**src/rtl/bpa_pkg.sv**
```systemverilog
// Shared types for the bit-serial priority bus arbiter.
package bpa_pkg;

    // Phase of the shared line as seen by the round sequencer.
    typedef enum logic [1:0] {
        ST_IDLE  = 2'd0,
        ST_ARB   = 2'd1,
        ST_GRANT = 2'd2,
        ST_XFER  = 2'd3
    } bpa_state_e;

endpackage

```
**src/rtl/bpa_node.sv**
```systemverilog
// One contending node.
// Purpose: latches its request when a round starts, drives the current bit
//   of its number onto the line, and withdraws when it sends 0 and sees 1.
// Assumptions: ID_W >= 2; bit_sel counts down from ID_W-1 to 0 while arb_tick is high.
module bpa_node #(
    parameter int ID_W = 8,
    localparam int BW  = $clog2(ID_W)
) (
    input  logic            clk,
    input  logic            rst_n,
    input  logic            start,
    input  logic            arb_tick,
    input  logic [BW-1:0]   bit_sel,
    input  logic            req,
    input  logic [ID_W-1:0] id,
    input  logic            bus_in,
    output logic            drive,
    output logic            active
);

    logic my_bit;

    // Current bit of this node's number.
    always_comb my_bit = id[bit_sel];

    // Only a node still in the round places its bit on the line.
    always_comb drive = active & arb_tick & my_bit;

    // Join on the round start; drop out on a lost bit.
    always_ff @(posedge clk) begin
        if (!rst_n) begin
            active <= 1'b0;
        end else if (start) begin
            active <= req;
        end else if (arb_tick && active && !my_bit && bus_in) begin
            active <= 1'b0;
        end
    end

endmodule

```
**src/rtl/bpa_bus_or.sv**
```systemverilog
// Resolves the shared line: it reads 1 when any driver pushes a 1.
// Assumption: drivers are already gated to zero outside the bit phase.
module bpa_bus_or #(
    parameter int N_NODES = 4
) (
    input  logic [N_NODES-1:0] drv,
    output logic               line
);

    // Wired-OR resolution.
    always_comb line = |drv;

endmodule

```
**src/rtl/bpa_sequencer.sv**
```systemverilog
// Round sequencer.
// Purpose: steps through idle, ID_W bit cycles, one grant cycle and
//   XFER_CYCLES busy cycles.
// Assumptions: ID_W >= 2 and XFER_CYCLES >= 1.
module bpa_sequencer
    import bpa_pkg::*;
#(
    parameter int ID_W        = 8,
    parameter int XFER_CYCLES = 4,
    localparam int BW         = $clog2(ID_W),
    localparam int XW         = $clog2(XFER_CYCLES + 1)
) (
    input  logic          clk,
    input  logic          rst_n,
    input  logic          any_req,
    output logic          start,
    output logic          arb_tick,
    output logic [BW-1:0] bit_sel,
    output logic          grant_en,
    output logic          busy
);

    bpa_state_e    state;
    logic [BW-1:0] bit_cnt;
    logic [XW-1:0] xfer_cnt;

    // Decode of the current phase.
    always_comb begin
        start    = (state == ST_IDLE) && any_req;
        arb_tick = (state == ST_ARB);
        grant_en = (state == ST_GRANT);
        busy     = (state == ST_XFER);
        bit_sel  = bit_cnt;
    end

    // Phase transitions and their counters.
    always_ff @(posedge clk) begin
        if (!rst_n) begin
            state    <= ST_IDLE;
            bit_cnt  <= '0;
            xfer_cnt <= '0;
        end else begin
            unique case (state)
                ST_IDLE: begin
                    if (any_req) begin
                        state   <= ST_ARB;
                        bit_cnt <= BW'(ID_W - 1);
                    end
                end
                ST_ARB: begin
                    if (bit_cnt == '0) begin
                        state <= ST_GRANT;
                    end else begin
                        bit_cnt <= bit_cnt - 1'b1;
                    end
                end
                ST_GRANT: begin
                    state    <= ST_XFER;
                    xfer_cnt <= XW'(XFER_CYCLES - 1);
                end
                ST_XFER: begin
                    if (xfer_cnt == '0) begin
                        state <= ST_IDLE;
                    end else begin
                        xfer_cnt <= xfer_cnt - 1'b1;
                    end
                end
                default: state <= ST_IDLE;
            endcase
        end
    end

endmodule

```
**src/rtl/bpa_arbiter.sv**
```systemverilog
// Bit-serial priority arbiter top.
// Purpose: instantiates one node per requester, the wired-OR line and the
//   round sequencer.
// Assumptions: node numbers are unique; ID_W >= 2; XFER_CYCLES >= 1.
module bpa_arbiter #(
    parameter int N_NODES     = 4,
    parameter int ID_W        = 8,
    parameter int XFER_CYCLES = 4,
    localparam int BW         = $clog2(ID_W)
) (
    input  logic                    clk,
    input  logic                    rst_n,
    input  logic [N_NODES-1:0]      req,
    input  logic [N_NODES*ID_W-1:0] node_id,
    output logic                    bus_line,
    output logic [N_NODES-1:0]      grant,
    output logic                    arb_done,
    output logic                    bus_busy
);

    logic               start;
    logic               arb_tick;
    logic [BW-1:0]      bit_sel;
    logic               grant_en;
    logic [N_NODES-1:0] drv;
    logic [N_NODES-1:0] active;

    bpa_sequencer #(
        .ID_W       (ID_W),
        .XFER_CYCLES(XFER_CYCLES)
    ) u_seq (
        .clk     (clk),
        .rst_n   (rst_n),
        .any_req (|req),
        .start   (start),
        .arb_tick(arb_tick),
        .bit_sel (bit_sel),
        .grant_en(grant_en),
        .busy    (bus_busy)
    );

    for (genvar i = 0; i < N_NODES; i++) begin : g_node
        bpa_node #(
            .ID_W(ID_W)
        ) u_node (
            .clk     (clk),
            .rst_n   (rst_n),
            .start   (start),
            .arb_tick(arb_tick),
            .bit_sel (bit_sel),
            .req     (req[i]),
            .id      (node_id[i*ID_W +: ID_W]),
            .bus_in  (bus_line),
            .drive   (drv[i]),
            .active  (active[i])
        );
    end

    bpa_bus_or #(
        .N_NODES(N_NODES)
    ) u_line (
        .drv (drv),
        .line(bus_line)
    );

    // The survivor of the round is granted in the grant cycle.
    always_comb begin
        grant    = active & {N_NODES{grant_en}};
        arb_done = grant_en;
    end

endmodule

```
**config.mk**
```make
export PLATFORM = sky130hd
export DESIGN_NAME = bpa_arbiter
export DESIGN_NICKNAME = d
export VERILOG_FILES = /design/src/rtl/bpa_pkg.sv /design/src/rtl/bpa_node.sv /design/src/rtl/bpa_bus_or.sv /design/src/rtl/bpa_sequencer.sv /design/src/rtl/bpa_arbiter.sv
export SDC_FILE = /design/constraint.sdc
export NUM_CORES = 1
export LEC_CHECK = 0
export ABC_AREA = 1
export BUFFER_PORTS_ARGS = -buffer_cell sky130_fd_sc_hd__buf_2
export CAP_MARGIN = 20
export CORE_MARGIN = 4
export CORE_UTILIZATION = 30
export DETAILED_ROUTE_END_ITERATION = 16
export GPL_ROUTABILITY_DRIVEN = 1
export SLEW_MARGIN = 20
export SYNTH_ARGS = -nofsm -noshare
export SYNTH_HDL_FRONTEND = slang
export SYNTH_SLANG_ARGS = --single-unit
```
**constraint.sdc**
```tcl
create_clock -name clk -period 4.1 [get_ports clk]
set_input_delay 0.82 -clock clk [delete_from_list [all_inputs] [get_ports clk]]
set_output_delay 0.82 -clock clk [all_outputs]
set_load 0.03 [all_outputs]
```
-- Word level (Yosys, flattened, before mapping)
Index checks and enable logic that the tools add are counted.
- $add $sub $neg: 2
- magnitude comparators: 1
- equality and inequality tests: 8
- multiplexer cells: 25
- bitwise gates (word level): 9
- reductions and logical operators: 31
- operators by type and width (operator ; count):
    logical AND 1 bit ; 13
    binary-select mux 1 bit (select 3 bit) ; 4
    two-way mux 1 bit ; 12
    case mux 3 bit (2 select lines) ; 2
    nonzero test 2 bit ; 6
    two-way mux 3 bit ; 3
    bitwise AND 1 bit ; 8
    case mux 2 bit (4 select lines) ; 1
    OR reduction 4 bit ; 2
    zero test 3 bit ; 2
    two-way mux 2 bit ; 3
    != test 2 bit, second input constant ; 3
    AND reduction 3 bit ; 2
    subtractor 3 x 1 -> 3 bit, second input constant ; 2
    bitwise AND 4 bit ; 1
    == test 2 bit, second input constant ; 2
    zero test 1 bit ; 4
    < comparator 3 x 4 -> 1 bit, second input constant ; 1
    != test 2 x 1 -> 1 bit, second input constant ; 2
    == test 2 x 1 -> 1 bit, second input constant ; 1
    zero test 2 bit ; 1
    AND reduction 2 bit ; 1
- bits in registers: 12
- bits of input ports: 38
- word-level logic and storage cells: 83

-- Logic depth before layout (Yosys ltp)
- depth after elaboration: 7
- gate-level depth with buffers: 11
- depth with buffers taken out: 10

-- Hierarchy
Synthesis repeated with hierarchy kept, for this count alone.
- cells, all modules: 249
- area, all modules: 1286.2 um2
- by module, submodules not included (module ; instances ; cells each ; area an instance (um2)):
    bpa_node ; 4 ; 38 ; 171.4
    bpa_sequencer ; 1 ; 83 ; 548.0
    bpa_arbiter ; 1 ; 11 ; 41.3
    bpa_bus_or ; 1 ; 3 ; 11.3

-- Worst setup path after synthesis
Ideal clock, no wire load.
- path kind: input to output
- start point: input node_id[6]
- end point: output bus_line
- arrival: 1.492 ns
- setup slack: 1.788 ns
- stages: 6
- buffers on the path: 0
- cells stage by stage: nor2_1 nor2_1 nand2_1 nand3_1 nand3b_1 nand4_1
- cells in the longest elaborated chain, start to end: 4
- ends and longest elaborated chain (item ; line ; source):
    from (decl) ; bpa_arbiter.sv:14 ; input logic [N_NODES*ID_W-1:0] node_id,
    binary-select mux 1 bit (select 3 bit) ; bpa_node.sv:24 ; always_comb my_bit = id[bit_sel];
    two-way mux 1 bit (implied by the code) ; bpa_node.sv:24 ;
    bitwise AND 1 bit ; bpa_node.sv:27 ; always_comb drive = active & arb_tick & my_bit;
    OR reduction 4 bit ; bpa_bus_or.sv:11 ; always_comb line = |drv;
    to (decl) ; bpa_arbiter.sv:15 ; output logic bus_line,
Every way passes these cells. The select of a mux whose other input is x is not followed.

-- Worst setup path in the final report
- start point: register u_seq.bit_cnt[0], in the netlist u_seq.bit_sel[0]
- end point: output bus_line
- cells in the longest elaborated chain, start to end: 4
- elaborated cells between the ends (all ways): 13
- those cells by class: mux (8); bitwise (4); reduce/logical (1)
- ends and longest elaborated chain (item ; line ; source):
    from (decl) ; bpa_sequencer.sv:24 ; logic [BW-1:0] bit_cnt;
    from (signal assigned) ; bpa_sequencer.sv:47 ; bit_cnt <= BW'(ID_W - 1);
    from (signal assigned) ; bpa_sequencer.sv:54 ; bit_cnt <= bit_cnt - 1'b1;
    binary-select mux 1 bit (select 3 bit) ; bpa_node.sv:24 ;
    two-way mux 1 bit (implied by the code) ; bpa_node.sv:24 ;
    bitwise AND 1 bit ; bpa_node.sv:27 ;
    OR reduction 4 bit (*) ; bpa_bus_or.sv:11 ;
Every way passes the cells marked *; elsewhere a longest branch is shown, timed or not. The select of a mux whose other input is x is not followed.

==> impl_metrics.yaml <==
outcome:
  outcome: "complete, no violations"
sta:
  grt_setup_unrepaired: "false"
  slew_viol_final: 0
  fin_crit_ps: 2820
  finClkSkew_ps: 3.53
  max_freq_mhz: 354
  finalHoldViolCount: 0
  fin_crit_sh_pct: 68.9
  setup-violations-final: 0
  tns_ps: 0
  tightest_slew_ps: 659
  slew_headroom_pct: 56.0
power_and_ir_drop:
  internal_power_w: 0.000423
  pwr-share-seq_pct: 26.6
  pwr-share-comb_pct: 57.7
  power.share.switching_pct: 50.1
  p_total_w: 0.000848
  switching_power_w: 0.000425
  power.leakage_nw: 0.853
  p_per_area_nw_per_um2: 578
  clockPowerShare_pct: 15.7
  vdd_drop_max_v: 0.000278
clocking:
  cts_buffer_depth: 2
  clockRootBuffer: "clkbuf_8"
  post_cts_resized: 0
  tritoncts: "built"
  cts.sinks: 12
  cts_htree_levels: 1
  cts_made_buffers: 3
  post_cts_buffers: 0
  path_clk_slew_ps: 60
  hold_buffers: 0
  clk_latency_ps: 250
min_path:
  min_path_cells: 2
  min_from: "u_seq.xfer_cnt[2]$_SDFFE_PN0P_"
  min_to: "u_seq.xfer_cnt[2]$_SDFFE_PN0P_"
  min_path_type: "flip-flop to flip-flop"
finish:
  fin_util_pct: 39.5
  area_growth_syn_to_layout_pct: 26.2
  drive_gt1_share_pct: 22.0
  layoutNonFillerInstCount: 294
  fillers: 432
  nets: 295
  diodes: 0
floorplan:
  dieArea_um2: 4930
  row_count: 22
  start_util_pct: 31.3
  die_h_um: 70.2
  core_area_um2: 3720
  fp.dieW_um: 70.2
  ios: 45
routing:
  vias_per_cell: 4.50
  drtIter0Drc: 34
  wl_per_cell_um: 9.93
  drtAntennaViolNets: 0
  vias: 1323
  finalWirelength_mm: 2.92
  drc: 0
  drtPass1Iterations: 4
setup_path:
  worstPathArrival_ps: 2000
  cp-start-kind: "flip-flop"
  critPathCaptureType: "output pin"
  reg2reg_slack_ps: 2000
  path_max_fanout: 21
  cp_data_required_time_ps: 3280
  r2r-start: "u_seq.bit_sel[0]$_SDFFE_PN0P_"
  reg2reg_to: "u_seq.bit_sel[2]$_SDFFE_PN0P_"
  path_class: "flip-flop to output pin"
  rr_worst_depth: 8
global_routing:
  first_global_vias: 1215
  grt_first_pass_wirelength_mm: 4.98
  overflow: 0
  grt.met1_usage_pct: 14.6
  met3_usage_pct: 3.17
  grt_usage_pct: 11.9
  grt.busiest_layer: "met2"
  antenna_found_initial: 0
  grt_max_degree: 22
  met2_usage_pct: 20.5
yosys:
  synth.yosys.seq_area_share_pct: 20.7
  synth_top_area_cell: "nand2_1"
  ys.flop_type: "dfxtp_1"
  syn_inst: 202
  syn_avg_cell_area_um2: 5.75
  synth_nets: 250
  synth_top_cell_area_share_pct: 22.3
  syn-cell-area_um2: 1160
  netlist_top_cells_area: "nand2_1 (22%), dfxtp_1 (21%), inv_1 (12%)"
  synth.most_common_cell: "nand2_1"
  synth-edff-count: 0
  synth_common_cells: "nand2_1 (69), inv_1 (37), nand3_1 (17)"
  async_flop_share_pct: 0
  synth.distinct_cells: 25
  ys_warn_count: 0
  ys_seq_elements: 12
placed_design:
  dp_hpwl_mm: 2.37
  placed_cells: 290
  portBuffers: 44
  gp_congestion: 0.745
job:
  drv_cap: 0
==> placed cells by master (no fill, tap or decap), types with 2 or more instances in the layout <==
cell type	Yosys	routed
inv_2	3	3
xor2_1	2	2
ha_1	10	10
nand3b_1	3	3
clkbuf_8	0	4
a211oi_1	2	2
inv_1	37	37
o21ai_0	3	3
nand3_1	17	17
a21oi_1	14	14
nand2_1	69	69
buf_2	1	44
dfxtp_1	12	12
nor2_1	12	12
o21ai_1	5	5
==> how the worst max path moves through the flow <==
stage / depth (start not counted) / end / start / slack (ps)
after detailed placement: 8 / bus_line / u_seq.bit_sel[0]$_SDFFE_PN0P_ / 1500
final: 8 / bus_line / u_seq.bit_sel[0]$_SDFFE_PN0P_ / 1280
after global placement: 8 / bus_line / u_seq.bit_sel[0]$_SDFFE_PN0P_ / 1510
after global routing: 8 / bus_line / u_seq.bit_sel[0]$_SDFFE_PN0P_ / 1060
after floorplan: 6 / bus_line / node_id[6] / 1790
after CTS: 8 / bus_line / u_seq.bit_sel[0]$_SDFFE_PN0P_ / 1230
==> critical path: stages, from the launching register on <==
cell      delay (ps)
dfxtp_1          740
inv_2            280
nand2_1          120
nand2_1           50
nand2_1           50
nand3_1           90
nand3b_1         140
nand4_1          100
buf_2            190
==> cell type report <==
class                           count  area, um2  share of cell area (%)
Multi-Input combinational cell    145        737                    50.3
Sequential cell                    12        240                    16.4
Timing Repair Buffer               44        220                    15.0
Inverter                           41        154                    10.5
Tap cell                           48       60.1                    4.10
Clock buffer                        4       55.1                    3.75
==> state kept, by name (all words and copies together) (netlist names) <==
register and count:
u_seq.bit_sel 3, u_seq.state 2, g_node.u_node.active 4, u_seq.xfer_cnt 3
==> cell families (layout without fill, tap and decap cells) <==
logic type               Yosys count  in the layout  synth area share [%]
AND/OR/NAND/NOR                  106            106                  38.3
buffers and inverters             45             89                  15.9
AO/OA/AOI/OAI                     27             27                  12.8
flip-flops                        12             12                  20.7
adder cells (fa/ha/maj)           10             10                  10.8
XOR/XNOR                           2              2                  1.51
==> metrics by stage <==
| stage | cell area [um2] | hold slack, ps | setup slack, ps |
|---|---|---|---|
| 6_report | 1470 | 493 | 1280 |
| 5_1_grt | 1470 | 536 | 1060 |
| 2_1_floorplan | 1160 | 464 | 1790 |
| 4_1_cts | 1470 | 497 | 1230 |
| 3_5_place_dp | 1410 | 488 | 1500 |
| 3_3_place_gp | 1410 | 482 | 1510 |
==> power by group through the flow <==
stage / registers (W) / clock network [W] / logic, W
2_1_floorplan: 0.000187 / 0 / 0.000436
3_3_place_gp: 0.000230 / 0 / 0.000488
3_5_place_dp: 0.000231 / 0 / 0.000493
4_1_cts: 0.000228 / 0.000137 / 0.000497
5_1_grt: 0.000238 / 0.000143 / 0.000565
6_report: 0.000225 / 0.000133 / 0.000489
==> metal layers <==
metal / share of wire, % / up-vias
li1: - / 714
met1: 45 / 579
met2: 49 / 27
met3: 5.2 / 3
met4: 0.58 / 0
met5: 0 / -
(Power assumes the default switching activity.)
